==> src/rtl/i2c_reg16_pkg.sv <==
// Shared constants and types for the sixteen-bit register target.
// Assumes the register set is fixed at build time; index 0 is the
// default pointer after reset.
package i2c_reg16_pkg;
    localparam int NREG = 6;
    localparam int CW   = 8;
    localparam int DW   = 16;
    localparam logic [NREG*CW-1:0] CMD_CODES =
        {8'h26, 8'h25, 8'h21, 8'hD3, 8'hD1, 8'hD0};
    localparam logic [NREG*DW-1:0] RST_VALS =
        {16'h0000, 16'h0000, 16'h0000, 16'h0008, 16'h01F0, 16'h000C};

    typedef enum logic [3:0] {
        ST_IDLE, ST_ADDR, ST_CMD, ST_DMSB, ST_DLSB,
        ST_ACK, ST_TX, ST_MACK, ST_WAIT
    } state_t;

    typedef enum logic [2:0] {
        NX_CMD, NX_MSB, NX_LSB, NX_COMMIT, NX_TX
    } next_t;
endpackage

==> src/rtl/i2c_line_sync.sv <==
// Synchronises SCL and SDA into the system clock and derives edge and
// bus-condition strobes. Assumes each SCL phase lasts longer than
// STAGES+1 system clocks.
module i2c_line_sync #(
    parameter int STAGES = 2
) (
    input  logic clk,
    input  logic rst_n,
    input  logic scl_in,
    input  logic sda_in,
    output logic scl_s,
    output logic sda_s,
    output logic scl_rise,
    output logic scl_fall,
    output logic start_det,
    output logic stop_det
);
    logic [STAGES-1:0] scl_pipe, sda_pipe;
    logic scl_d, sda_d;

    // Shift the raw lines through the synchroniser and keep one delayed copy.
    always_ff @(posedge clk) begin
        if (!rst_n) begin
            scl_pipe <= '1;
            sda_pipe <= '1;
            scl_d    <= 1'b1;
            sda_d    <= 1'b1;
        end else begin
            scl_pipe <= {scl_pipe[STAGES-2:0], scl_in};
            sda_pipe <= {sda_pipe[STAGES-2:0], sda_in};
            scl_d    <= scl_pipe[STAGES-1];
            sda_d    <= sda_pipe[STAGES-1];
        end
    end

    assign scl_s     = scl_pipe[STAGES-1];
    assign sda_s     = sda_pipe[STAGES-1];
    assign scl_rise  = scl_s & ~scl_d;
    assign scl_fall  = ~scl_s & scl_d;
    assign start_det = scl_s & scl_d & sda_d & ~sda_s;
    assign stop_det  = scl_s & scl_d & ~sda_d & sda_s;
endmodule

==> src/rtl/i2c_reg16_bank.sv <==
// Register bank addressed by command code. One write port and one read
// port, plus a membership check used when a command byte arrives.
// Unknown codes read as zero.
module i2c_reg16_bank
    import i2c_reg16_pkg::*;
(
    input  logic          clk,
    input  logic          rst_n,
    input  logic          we,
    input  logic [CW-1:0] waddr,
    input  logic [DW-1:0] wdata,
    input  logic [CW-1:0] raddr,
    output logic [DW-1:0] rdata,
    input  logic [CW-1:0] chk_addr,
    output logic          chk_hit
);
    logic [DW-1:0] regs [NREG];

    for (genvar i = 0; i < NREG; i++) begin : g_reg
        // Hold one register; load its reset value or a matching write.
        always_ff @(posedge clk) begin
            if (!rst_n)
                regs[i] <= RST_VALS[i*DW +: DW];
            else if (we && waddr == CMD_CODES[i*CW +: CW])
                regs[i] <= wdata;
        end
    end

    // Select the read word and flag whether the checked code exists.
    always_comb begin
        rdata   = '0;
        chk_hit = 1'b0;
        for (int i = 0; i < NREG; i++) begin
            if (raddr == CMD_CODES[i*CW +: CW])
                rdata = regs[i];
            if (chk_addr == CMD_CODES[i*CW +: CW])
                chk_hit = 1'b1;
        end
    end
endmodule

==> src/rtl/i2c_reg16_target.sv <==
// Two-wire target front end with a sixteen-bit register bank.
// It samples on SCL rise and changes SDA drive on SCL fall, both seen
// through the synchroniser. It does not stretch the clock.
module i2c_reg16_target
    import i2c_reg16_pkg::*;
#(
    parameter logic [6:0] TGT_ADDR   = 7'h48,
    parameter logic [6:0] BCAST_ADDR = 7'h47,
    parameter int         SYNC_STAGES = 2
) (
    input  logic          clk,
    input  logic          rst_n,
    input  logic          scl_in,
    input  logic          sda_in,
    output logic          sda_oe,
    output logic          wr_stb,
    output logic [CW-1:0] wr_cmd,
    output logic [DW-1:0] wr_data
);
    logic scl_s, sda_s, scl_rise, scl_fall, start_det, stop_det;
    state_t        state;
    next_t         nxt;
    logic [3:0]    bit_cnt;
    logic [7:0]    shreg, tx_q;
    logic [CW-1:0] cmd_q, last_q;
    logic [7:0]    msb_q;
    logic [DW-1:0] rd_word, rdata;
    logic          cmd_fresh, second, mack_ok, chk_hit, addr_ok;

    i2c_line_sync #(.STAGES(SYNC_STAGES)) u_sync (
        .clk(clk), .rst_n(rst_n), .scl_in(scl_in), .sda_in(sda_in),
        .scl_s(scl_s), .sda_s(sda_s), .scl_rise(scl_rise),
        .scl_fall(scl_fall), .start_det(start_det), .stop_det(stop_det)
    );

    i2c_reg16_bank u_bank (
        .clk(clk), .rst_n(rst_n), .we(wr_stb), .waddr(wr_cmd),
        .wdata(wr_data), .raddr(cmd_fresh ? cmd_q : last_q),
        .rdata(rdata), .chk_addr(shreg), .chk_hit(chk_hit)
    );

    // Own address in both directions, broadcast address for writes only.
    assign addr_ok = (shreg[7:1] == TGT_ADDR) ||
                     (shreg[7:1] == BCAST_ADDR && !shreg[0]);

    // Protocol sequencer: byte reception, acknowledge, read-out and commit.
    always_ff @(posedge clk) begin
        if (!rst_n) begin
            state     <= ST_IDLE;
            nxt       <= NX_CMD;
            bit_cnt   <= '0;
            shreg     <= '0;
            tx_q      <= '0;
            cmd_q     <= '0;
            last_q    <= CMD_CODES[CW-1:0];
            msb_q     <= '0;
            rd_word   <= '0;
            cmd_fresh <= 1'b0;
            second    <= 1'b0;
            mack_ok   <= 1'b0;
            sda_oe    <= 1'b0;
            wr_stb    <= 1'b0;
            wr_cmd    <= '0;
            wr_data   <= '0;
        end else begin
            wr_stb <= 1'b0;
            if (stop_det) begin
                state     <= ST_IDLE;
                sda_oe    <= 1'b0;
                cmd_fresh <= 1'b0;
            end else if (start_det) begin
                state   <= ST_ADDR;
                sda_oe  <= 1'b0;
                bit_cnt <= '0;
            end else begin
                case (state)
                    ST_ADDR, ST_CMD, ST_DMSB, ST_DLSB: begin
                        if (scl_rise) begin
                            shreg   <= {shreg[6:0], sda_s};
                            bit_cnt <= bit_cnt + 4'd1;
                        end else if (scl_fall && bit_cnt == 4'd8) begin
                            bit_cnt <= '0;
                            state   <= ST_WAIT;
                            case (state)
                                ST_ADDR: if (addr_ok) begin
                                    sda_oe  <= 1'b1;
                                    state   <= ST_ACK;
                                    nxt     <= shreg[0] ? NX_TX : NX_CMD;
                                    rd_word <= rdata;
                                    second  <= 1'b0;
                                end
                                ST_CMD: begin
                                    cmd_q     <= shreg;
                                    cmd_fresh <= 1'b1;
                                    if (chk_hit) begin
                                        sda_oe <= 1'b1;
                                        state  <= ST_ACK;
                                        nxt    <= NX_MSB;
                                    end
                                end
                                ST_DMSB: begin
                                    msb_q  <= shreg;
                                    sda_oe <= 1'b1;
                                    state  <= ST_ACK;
                                    nxt    <= NX_LSB;
                                end
                                default: begin
                                    wr_data <= {msb_q, shreg};
                                    sda_oe  <= 1'b1;
                                    state   <= ST_ACK;
                                    nxt     <= NX_COMMIT;
                                end
                            endcase
                        end
                    end
                    ST_ACK: if (scl_fall) begin
                        sda_oe <= 1'b0;
                        case (nxt)
                            NX_CMD: state <= ST_CMD;
                            NX_MSB: state <= ST_DMSB;
                            NX_LSB: state <= ST_DLSB;
                            NX_COMMIT: begin
                                wr_stb <= 1'b1;
                                wr_cmd <= cmd_q;
                                last_q <= cmd_q;
                                state  <= ST_WAIT;
                            end
                            default: begin
                                tx_q   <= rd_word[15:8];
                                sda_oe <= ~rd_word[15];
                                state  <= ST_TX;
                            end
                        endcase
                    end
                    ST_TX: begin
                        if (scl_rise) begin
                            bit_cnt <= bit_cnt + 4'd1;
                        end else if (scl_fall) begin
                            if (bit_cnt == 4'd8) begin
                                sda_oe  <= 1'b0;
                                bit_cnt <= '0;
                                state   <= ST_MACK;
                            end else begin
                                tx_q   <= {tx_q[6:0], 1'b0};
                                sda_oe <= ~tx_q[6];
                            end
                        end
                    end
                    ST_MACK: begin
                        if (scl_rise) begin
                            mack_ok <= ~sda_s;
                        end else if (scl_fall) begin
                            if (mack_ok && !second) begin
                                second <= 1'b1;
                                tx_q   <= rd_word[7:0];
                                sda_oe <= ~rd_word[7];
                                state  <= ST_TX;
                            end else begin
                                state <= ST_WAIT;
                            end
                        end
                    end
                    default: ;
                endcase
            end
        end
    end
endmodule

==> config.mk <==
export PLATFORM = sky130hd
export DESIGN_NAME = i2c_reg16_target
export DESIGN_NICKNAME = d
export VERILOG_FILES = /design/src/rtl/i2c_reg16_pkg.sv /design/src/rtl/i2c_line_sync.sv /design/src/rtl/i2c_reg16_bank.sv /design/src/rtl/i2c_reg16_target.sv
export SDC_FILE = /design/constraint.sdc
export NUM_CORES = 1
export LEC_CHECK = 0
export BUFFER_PORTS_ARGS = -buffer_cell sky130_fd_sc_hd__buf_2
export CAP_MARGIN = 20
export CORE_MARGIN = 4
export CORE_UTILIZATION = 55
export CTS_CLUSTER_DIAMETER = 30
export CTS_CLUSTER_SIZE = 20
export DETAILED_ROUTE_END_ITERATION = 8
export PLACE_DENSITY = 0.72
export SYNTH_ARGS = -nofsm -noshare
export SYNTH_HDL_FRONTEND = slang
export SYNTH_SLANG_ARGS = --single-unit
==> constraint.sdc <==
create_clock -name clk -period 5.7 [get_ports clk]
set_clock_uncertainty 0.15 [all_clocks]
set_input_delay 1.14 -clock clk [delete_from_list [all_inputs] [get_ports clk]]
set_output_delay 1.14 -clock clk [all_outputs]
set_load 0.03 [all_outputs]
==> out/metrics.csv, run 1 <==
stage,metric,value,unit
worst_setup_path,Crit Path Class,flip-flop to flip-flop,
worst_setup_path,Crit path largest cell delay,800,ps
placed_design,setup slack at placement,2170,ps
clocking,Skew-Pair Late Insertion Delay,430,ps
job,max-cap viol count,0,
timing,final worst hold slack,252,ps
global_routing,GR Overflow Total,0,
worst_setup_path,slowest CP cell,nor2b_1,
placed_design,Port Buf Inserts,29,
yosys,Main synth FF type,edfxtp_1,
clocking,Worst-path clk slew,70,ps
timing,Worst Max-Slew Pin Slew,1040,ps
yosys,post-synthesis cell type count,76,
timing,Slew headroom,30.9,%
cells_and_area,share of cells above drive strength 1,10.0,%
die,Die X,137,µm
placed_design,GP Congestion,0.893,
power,combinational power share,2.3,%
yosys,"Seq/Total Area, Yosys",52.1,%
yosys,Post-synth EDFFs,96,
worst_hold_path,Worst Hold Class,flip-flop to flip-flop,
placed_design,hpwl dp,15.0,mm
route,via count,6766,
clocking,CTS sink count,192,
die,Starting Density,55.8,%
die,CORE AREA,16500,µm²
clocking,total CTS buffers,17,
yosys,Synth top area share,31.3,%
yosys,Mapped Nets,925,
yosys,synth warn,0,
route,drt first pass iters,5,
route,highest metal used,met4,
yosys,syn avg cell area,10.1,µm²
worst_setup_path,startpoint types,flip-flop,
route,post-route ant nets,0,
power,Cell Int Power,2.13,mW
route,Metal-1 WL,9.88,mm
clocking,CTS tree,done,
cells_and_area,Area Growth Syn to Fin,8.21,%
cells_and_area,most frequent cells in the layout,"96 x dfxtp_1, 96 x edfxtp_1, 90 x and2_1",
yosys,Post-Synthesis Cells,915,
clocking,H-Tree Depth,4,
timing,Final period util,52.7,%
route,Routed WL,21.6,mm
power,Pwr per Cell Area,270,nW/µm²
yosys,largest area contributor in the netlist,edfxtp_1,
route,Via density,5.96,
clocking,# Post-CTS Setup Buffers,0,
yosys,number of synthesized register bits,192,
worst_setup_path,Crit Path Max Fanout,38,
worst_setup_path,type of destination of the critical path,flip-flop,
yosys,Netlist Area Pre-Place,9220,µm²
timing,Final Setup Violations,0,
cells_and_area,Layout fillers,1352,
timing,fmax,0.333,GHz
global_routing,initial antenna violation count,0,
route,# DRC,0,
worst_setup_path,crit path DAT,3210,ps
yosys,ys async rst share,0,%
cells_and_area,n_diodes,0,
worst_setup_path,Bufs and invs on worst path,1,
placed_design,Cell Count Post-Placement,1103,
timing,Max Transition Viols Final,0,
worst_setup_path,"critical path, cell by cell",buf_4 -> nand4bb_1 -> o22a_1 -> nor2b_1 -> nand2_1 -> o2bb2ai_1 -> o21ai_2,
clocking,clock tree buffer depth,2,
worst_setup_path,"delay-heaviest family, CP",simple AND/OR/NAND/NOR gates,
power,switch share,21.1,%
clocking,CTS Hold Bufs,0,
power,Overall Power,2.70,mW
cells_and_area,Layout Cells excl Fill,1136,
power,Reg power frac,54.6,%
die,Die Ht,137,µm
timing,setup ws final,2700,ps
global_routing,vias in the first global route,6158,
die,Rows,47,
timing,Tmin final,3000,ps
global_routing,largest net degree at the start of global routing,55,
clocking,clock root buffer,clkbuf_16,
worst_setup_path,Required @ worst endpoint,5910,ps
route,met3 wire len,1.34,mm
die,die area,18900,µm²
die,num ports,30,
route,initial DRC count,756,
cells_and_area,Nets,913,
route,DR WL/cell,19.0,µm
power,Pleak,3.50,nW
power,sw power,0.569,mW
yosys,synth top area cells,"edfxtp_1 31%, dfxtp_1 21%, and2_1 6.1%, mux2i_1 6.0%, o21ai_0 3.2%",
status,outcome,completed,
timing,Final TNS setup,0,ps
route,metal2 WL,10.1,mm
global_routing,total track usage,23.7,%
timing,Final Hold Fails,0,
clocking,CTS resizes,0,
power,peak supply drop,234,µV
power,clock power share,43.1,%
global_routing,first-pass GRT wire length,34.2,mm
timing,RSZ-0062 raised after global routing,false,
## stage by stage
step                      cell area [µm²]  utilization (%)
after floorplan                      9220                -
after global placement               9380             56.8
after detailed placement             9380             56.8
after CTS                            9970             60.3
after global routing                 9980             60.4
final                                9980             60.4
## state kept, by name, indices dropped and copies added, names as in the netlist, 2 cells and up
name and cells:
last_q 3, wr_cmd 8, wr_data 16, tx_q 7
nxt 3, u_sync.sda_pipe 2, msb_q 8, cmd_q 8
u_bank.regs 96, u_sync.scl_pipe 2, rd_word 16, shreg 8
bit_cnt 4, state 4
## cell usage after synthesis (4+ instances only)
| master | n |
|---|---|
| a211o_1 | 5 |
| a211oi_1 | 4 |
| a21oi_1 | 44 |
| a22oi_1 | 6 |
| a31oi_1 | 5 |
| and2_1 | 90 |
| and3b_1 | 4 |
| buf_2 | 17 |
| buf_4 | 6 |
| clkbuf_1 | 41 |
| dfxtp_1 | 96 |
| edfxtp_1 | 96 |
| ha_1 | 6 |
| inv_1 | 14 |
| mux2i_1 | 55 |
| nand2_1 | 77 |
| nand2b_1 | 19 |
| nand3_1 | 22 |
| nand4_1 | 7 |
| nand4b_1 | 4 |
| nor2_1 | 70 |
| nor2b_1 | 11 |
| nor3_1 | 10 |
| nor3b_1 | 4 |
| o211ai_1 | 14 |
| o21a_1 | 4 |
| o21ai_0 | 59 |
| o21ai_1 | 16 |
| o21ai_2 | 5 |
| o2bb2ai_1 | 11 |
| o32a_1 | 11 |
| or3_1 | 13 |
## cell families (layout without fill, tap and decap cells)
group                    count (synthesis)  count (layout)  share of synthesized area (%)
AND/OR/NAND/NOR                        364             364                           21.7
AO/OA/AOI/OAI                          212             212                           14.9
flip-flops                             192             192                           52.1
buffers and inverters                   84              85                           4.14
multiplexers                            56              56                           6.22
adder cells (fa/ha/maj)                  6               6                          0.814
XOR/XNOR                                 1               1                         0.0950
## layout make-up
| type | count | area, µm² | share of cell area, % |
|---|---|---|---|
| clock buffer | 22 | 517 | 5.18 |
| tap | 220 | 275 | 2.76 |
| timing repair buffer | 38 | 213 | 2.13 |
| sequential | 192 | 4800 | 48.2 |
| inverter | 15 | 56.3 | 0.564 |
| clock inverter | 10 | 70.1 | 0.702 |
| multi-input combinational | 639 | 4040 | 40.5 |
## power groups by stage
stage / registers, mW / logic (mW) / clock network [mW]
finish: 1.47 / 0.0626 / 1.16
global route: 1.47 / 0.0687 / 1.24
CTS: 1.47 / 0.0621 / 1.18
detailed placement: 1.50 / 0.0619 / 0
global placement: 1.50 / 0.0614 / 0
floorplan: 1.50 / 0.0459 / 0
## worst paths after layout
kind	slack [ps]	cells past startpoint	from	to
setup reg to reg	2700	7	cmd_fresh	rd_word[7]
hold / removal	250	1	u_sync.scl_pipe[0]	u_sync.scl_pipe[1]
setup / recovery	2700	7	cmd_fresh	rd_word[7]
hold reg to reg	250	1	u_sync.scl_pipe[0]	u_sync.scl_pipe[1]
## worst register-to-register path: stages, from the launching register on
cell and delay [ps]:
dfxtp_1 460, buf_4 420, nand4bb_1 150, o22a_1 480, nor2b_1 810, nand2_1 160
o2bb2ai_1 180, o21ai_2 120
## per-layer routing
metal	vias to the layer above	track usage (%)
met2	240	36.7
met5	-	0
met4	0	5.49
li1	3259	-
met3	30	4.42
met1	3237	34.7
No activity file was read; power rests on OpenSTA's default activity.
==> run 2, diff against run 1 <==
PLACE_DENSITY = 0.75   (was 0.72)
clock period = 2.62 ns   (was 5.7 ns; I/O delays follow)
==> run 2 against run 1 <==
Setup slack worse by 2500 ps; register-to-register slack worse by 2500 ps; via count increased by 3.1%; hold slack worse by 130 ps; cell area up 2.5%; core utilization is 1.5 points higher; critical path depth is 2 lower; maximum frequency increased by 24%; die area is the same; sequential cell count unchanged; critical endpoint is now u_bank.regs[2][12]; largest power group unchanged.
==> out/metrics.csv, run 2 (same netlist as run 1, synthesis figures left out) <==
stage,metric,value,unit,change
cells_and_area,most frequent cells in the layout,"96 x dfxtp_1, 96 x edfxtp_1, 90 x and2_1",,
timing,fmax,0.413,GHz,+24%
power,peak supply drop,397,µV,+70%
clocking,Worst-path clk slew,70,ps,about the same
timing,RSZ-0062 raised after global routing,false,,
global_routing,GR Overflow Total,0,,unchanged
route,Routed WL,22.2,mm,+2.7%
cells_and_area,register with the most flip-flops,u_bank.regs,,
timing,Final TNS setup,0,ps,unchanged
worst_setup_path,slowest CP cell,nor2_1,,
cells_and_area,Largest regs,"u_bank.regs (96), rd_word (16), wr_data (16)",,
cells_and_area,n_diodes,0,,unchanged
cells_and_area,Layout fillers,1332,,-1.5%
clocking,CTS tree,done,,
route,Via density,5.98,,+0.41%
timing,setup ws final,198,ps,-2500 ps
timing,Final Hold Fails,0,,unchanged
power,Pleak,3.65,nW,+4.2%
clocking,total CTS buffers,17,,unchanged
worst_setup_path,FF-to-FF path depth,5,,-2
placed_design,Port Buf Inserts,29,,unchanged
power,switch share,21.7,%,+0.57 points
route,# DRC,0,,unchanged
worst_setup_path,Crit Path Max Fanout,16,,-58%
power,sw power,1.28,mW,+120%
clocking,CTS resizes,0,,unchanged
route,DR WL/cell,19.0,µm,about the same
worst_setup_path,Crit path largest cell delay,740,ps,-60 ps
worst_setup_path,Required @ worst endpoint,2760,ps,-3150 ps
cells_and_area,max reg flops,96,,unchanged
power,Pwr per Cell Area,576,nW/µm²,+110%
route,via count,6979,,+3.1%
clocking,CTS sink count,192,,unchanged
cells_and_area,post-layout instance area,10200,µm²,+2.5%
global_routing,first-pass GRT wire length,34.9,mm,+2.2%
die,Starting Density,55.8,%,unchanged
die,Die X,137,µm,unchanged
worst_hold_path,Worst Hold Class,input port to flip-flop,,
worst_setup_path,startpoint types,flip-flop,,
placed_design,setup slack at placement,212,ps,-1960 ps
die,Die Ht,137,µm,unchanged
route,drt first pass iters,5,,unchanged
timing,Final Setup Violations,0,,unchanged
global_routing,initial antenna violation count,0,,unchanged
worst_setup_path,"critical path, cell by cell",and4b_1 -> nand2_1 -> or3_1 -> nor2_1 -> and2_1,,
global_routing,vias in the first global route,6399,,+3.9%
cells_and_area,share of cells above drive strength 1,12.9,%,+2.8 points
die,die area,18900,µm²,unchanged
global_routing,largest net degree at the start of global routing,54,,-1.8%
cells_and_area,Util after Layout,61.9,%,+1.5 points
timing,Final period util,92.4,%,+40 points
timing,Max Transition Viols Final,0,,unchanged
placed_design,DP Area,9640,µm²,+2.7%
power,Overall Power,5.89,mW,+120%
timing,Slew headroom,35.1,%,+4.2 points
power,combinational power share,2.5,%,+0.2 points
power,clock power share,43.2,%,about the same
worst_hold_path,hold path depth,2,,+1
placed_design,GP Congestion,0.899,,+0.67%
cells_and_area,Area Growth Syn to Fin,10.9,%,
clocking,H-Tree Depth,4,,unchanged
die,num ports,30,,unchanged
timing,Worst Max-Slew Pin Slew,970,ps,-67.2 ps
status,outcome,completed,,
power,Reg power frac,54.4,%,-0.2 points
clocking,Skew-Pair Late Insertion Delay,430,ps,about the same
clocking,CTS Hold Bufs,0,,unchanged
route,post-route ant nets,0,,unchanged
worst_setup_path,Crit Path Class,flip-flop to flip-flop,,
worst_setup_path,crit path DAT,2570,ps,-640 ps
die,Rows,47,,unchanged
job,max-cap viol count,0,,unchanged
die,CORE AREA,16500,µm²,unchanged
clocking,clock root buffer,clkbuf_16,,
timing,Tmin final,2420,ps,-582 ps
global_routing,total track usage,24.2,%,+0.50 points
placed_design,hpwl dp,15.5,mm,+3.9%
worst_setup_path,type of destination of the critical path,flip-flop,,
power,Cell Int Power,4.61,mW,+120%
cells_and_area,Nets,944,,+3.4%
route,initial DRC count,755,,-0.13%
clocking,# Post-CTS Setup Buffers,0,,unchanged
clocking,clock tree buffer depth,2,,unchanged
[run 2: power by group through the flow]
stage	combinational, mW	sequential, mW	clock (mW)
5_1_grt	0.159	3.20	2.70
3_3_place_gp	0.143	3.27	0
2_1_floorplan	0.101	3.26	0
4_1_cts	0.144	3.20	2.58
6_report	0.145	3.20	2.54
3_5_place_dp	0.143	3.27	0
[run 2: metal layers]
layer	track usage, %	share of wire, %	up-vias	wire [µm]
met3	4.31	6.6	34	1460
met4	7.87	1.9	0	424
met5	0	0	-	0
met1	34.5	45	3364	9880
met2	37.6	47	244	10400
li1	-	-	3337	-
[run 2: layout make-up]
cell class	instances	area, µm²	area share [%]
timing repair buffer	69	458	4.48
clock buffer	19	454	4.44
tap	220	275	2.69
inverter	15	56.3	0.551
sequential	192	4800	47.0
multi-input combinational	639	4050	39.6
clock inverter	13	128	1.25
[run 2: path summary, 6_finish.rpt]
path,from,end,slack (ps)
max,wr_cmd[5],u_bank.regs[2][12],200
min,sda_in,u_sync.sda_pipe[0],120
max reg2reg,wr_cmd[5],u_bank.regs[2][12],200
min reg2reg,u_sync.sda_pipe[0],u_sync.sda_pipe[1],260
[run 2: critical path: cells and delay by family (launching register included)]
family	cells	cell delay (ps)
and+or+nand+nor	5	1720
DFF	1	400
[run 2: metrics by stage]
stage | hold slack [ps] | instances
2_1_floorplan | 236 | 915
3_3_place_gp | 239 | 1134
3_5_place_dp | 246 | 1134
4_1_cts | 108 | 1166
5_1_grt | 134 | 1167
6_report | 124 | 1167
==> run 3, diff against run 2 <==
PLACE_DENSITY = 0.83   (was 0.75)
==> run 3 against run 2 <==
Die area is the same; clock-buffer cell count is the same; sequential share of layout area grew 0.14 points; sequential power is essentially flat; register-to-register slack is essentially flat; hold slack lost 3.2 ps; final cell count is the same; first-iteration DRC count grew 16%; cell area shrank 0.29%; clock power shrank 3%; setup slack lost 14 ps; combinational power grew 3%; critical path type unchanged.
==> out/metrics.csv, run 3 (same netlist as run 1, synthesis figures left out) <==
stage,metric,value,unit,change
cells_and_area,most frequent cells in the layout,"96 x dfxtp_1, 96 x edfxtp_1, 90 x and2_1",,
clocking,CTS Hold Bufs,0,,unchanged
worst_setup_path,"delay-heaviest family, CP",multiplexers,,
placed_design,DP Area,9630,µm²,about the same
timing,RSZ-0062 raised after global routing,false,,
power,Reg power frac,54.9,%,+0.5 points
worst_setup_path,Critical R2R Launch,cmd_fresh,,
die,Die Ht,137,µm,unchanged
worst_setup_path,crit path DAT,2600,ps,+30 ps
power,Overall Power,5.82,mW,-1.1%
power,Pwr per Cell Area,571,nW/µm²,-0.83%
global_routing,GR Overflow Total,0,,unchanged
global_routing,vias in the first global route,6496,,+1.5%
power,peak supply drop,437,µV,+10%
timing,Tmin final,2440,ps,+14.2 ps
route,via count,7054,,+1.1%
cells_and_area,Util after Layout,61.7,%,-0.18 points
worst_hold_path,hold wc startpoint,scl_in,,
cells_and_area,share of cells above drive strength 1,13.0,%,+0.11 points
job,max-cap viol count,0,,unchanged
worst_setup_path,slowest CP cell,mux2i_4,,
worst_setup_path,Crit Path Max Fanout,17,,+1
worst_setup_path,FF-to-FF path depth,5,,unchanged
clocking,# Post-CTS Setup Buffers,0,,unchanged
global_routing,initial antenna violation count,0,,unchanged
placed_design,GP Congestion,0.956,,+6.3%
die,CORE AREA,16500,µm²,unchanged
clocking,Skew-Pair Late Insertion Delay,440,ps,about the same
power,clock power share,42.5,%,-0.7 points
clocking,Worst-path clk slew,70,ps,about the same
timing,fmax,0.410,GHz,-0.58%
die,num ports,30,,unchanged
power,Cell Int Power,4.54,mW,-1.5%
global_routing,largest net degree at the start of global routing,30,,-44%
timing,Max Transition Viols Final,0,,unchanged
placed_design,hpwl dp,15.4,mm,-0.76%
worst_setup_path,type of destination of the critical path,flip-flop,,
timing,Slew headroom,35.5,%,+0.38 points
route,Via density,6.04,,+1.1%
status,outcome,completed,,
clocking,CTS sink count,192,,unchanged
cells_and_area,Sequential Area,4800,µm²,unchanged
cells_and_area,Nets,944,,unchanged
cells_and_area,Largest regs,"u_bank.regs (96), rd_word (16), wr_data (16)",,
route,Routed WL,22.0,mm,-0.64%
timing,Final Setup Violations,0,,unchanged
die,Starting Density,55.8,%,unchanged
global_routing,total track usage,24.1,%,-0.11 points
worst_setup_path,Required @ worst endpoint,2790,ps,+30 ps
clocking,total CTS buffers,17,,unchanged
worst_hold_path,Worst Hold Class,input port to flip-flop,,
cells_and_area,post-layout instance area,10200,µm²,-0.29%
global_routing,first-pass GRT wire length,35.0,mm,+0.32%
worst_setup_path,Crit Path Class,flip-flop to flip-flop,,
route,post-route ant nets,0,,unchanged
worst_setup_path,startpoint types,flip-flop,,
worst_setup_path,Crit path largest cell delay,540,ps,-200 ps
die,Rows,47,,unchanged
clocking,clock root buffer,clkbuf_16,,
route,DR WL/cell,18.9,µm,-0.64%
placed_design,Port Buf Inserts,29,,unchanged
timing,Worst Max-Slew Pin Slew,964,ps,-5.64 ps
worst_setup_path,Worst R2R Setup Slack,180,ps,about the same
power,sw power,1.28,mW,+0.38%
cells_and_area,Area Growth Syn to Fin,10.6,%,
clocking,clock tree buffer depth,2,,unchanged
cells_and_area,area taken by multi-input logic gates,4050,µm²,unchanged
power,switch share,22.0,%,+0.33 points
cells_and_area,n_diodes,0,,unchanged
worst_hold_path,Worst Hold End,u_sync.scl_pipe[0],,
clocking,CTS resizes,0,,unchanged
route,drt first pass iters,8,,+3
route,# DRC,0,,unchanged
worst_setup_path,"critical path, cell by cell",buf_4 -> mux2i_4 -> nand2_1 -> o2bb2ai_1 -> o21ai_2,,
clocking,H-Tree Depth,4,,unchanged
worst_setup_path,Bufs and invs on worst path,1,,+1
worst_setup_path,worst flop-to-flop path endpoint,rd_word[7],,
timing,Final TNS setup,0,ps,unchanged
die,Die X,137,µm,unchanged
power,combinational power share,2.6,%,about the same
cells_and_area,register with the most flip-flops,u_bank.regs,,
route,initial DRC count,873,,+16%
timing,Final period util,93.0,%,+0.54 points
worst_hold_path,hold path depth,2,,unchanged
cells_and_area,max reg flops,96,,unchanged
timing,Final Hold Fails,0,,unchanged
cells_and_area,Layout fillers,1298,,-2.6%
die,die area,18900,µm²,unchanged
power,Pleak,3.65,nW,about the same
clocking,CTS tree,done,,
==> run 3: layer usage <==
metal	routed length, µm	vias to the layer above	share of wire [%]	global-route usage, %
li1	-	3337	-	-
met1	9520	3385	43	33.2
met2	10600	290	48	38.8
met3	1450	42	6.6	4.49
met4	514	0	2.3	7.48
met5	0	-	0	0
==> run 3: worst max path at each step <==
stage	from	to	slack (ps)	depth (start not counted)
6_report	cmd_fresh	rd_word[7]	180	5
5_1_grt	u_sync.scl_pipe[1]	wr_data[5]	20	9
3_5_place_dp	u_sync.scl_pipe[1]	rd_word[9]	210	8
4_1_cts	u_sync.scl_pipe[1]	rd_word[10]	190	8
3_3_place_gp	u_sync.scl_pipe[1]	rd_word[1]	240	8
2_1_floorplan	wr_cmd[4]	u_bank.regs[1][0]	120	3
==> run 3: cell type report <==
| class | count | share of cell area (%) |
|---|---|---|
| tap | 220 | 2.70 |
| multi-input combinational | 639 | 39.7 |
| timing repair buffer | 69 | 4.37 |
| clock buffer | 19 | 4.55 |
| clock inverter | 13 | 0.982 |
| sequential | 192 | 47.1 |
| inverter | 15 | 0.552 |
==> run 3: worst register-to-register path, stage by stage (launching register included) <==
cell	delay, ps
dfxtp_1	520
buf_4	280
mux2i_4	540
nand2_1	430
o2bb2ai_1	330
o21ai_2	70
==> run 3: power groups by stage <==
stage,logic [mW],clock network [mW],registers (mW)
detailed placement,0.147,0,3.27
global placement,0.144,0,3.26
floorplan,0.101,0,3.26
CTS,0.147,2.48,3.20
finish,0.149,2.47,3.20
global route,0.163,2.63,3.20
==> run 3: stage by stage <==
step,setup WS [ps],hold WS [ps],std cells
floorplan,122,236,915
global placement,242,242,1135
detailed placement,212,252,1135
CTS,192,109,1167
global route,18.5,118,1167
finish,184,121,1167
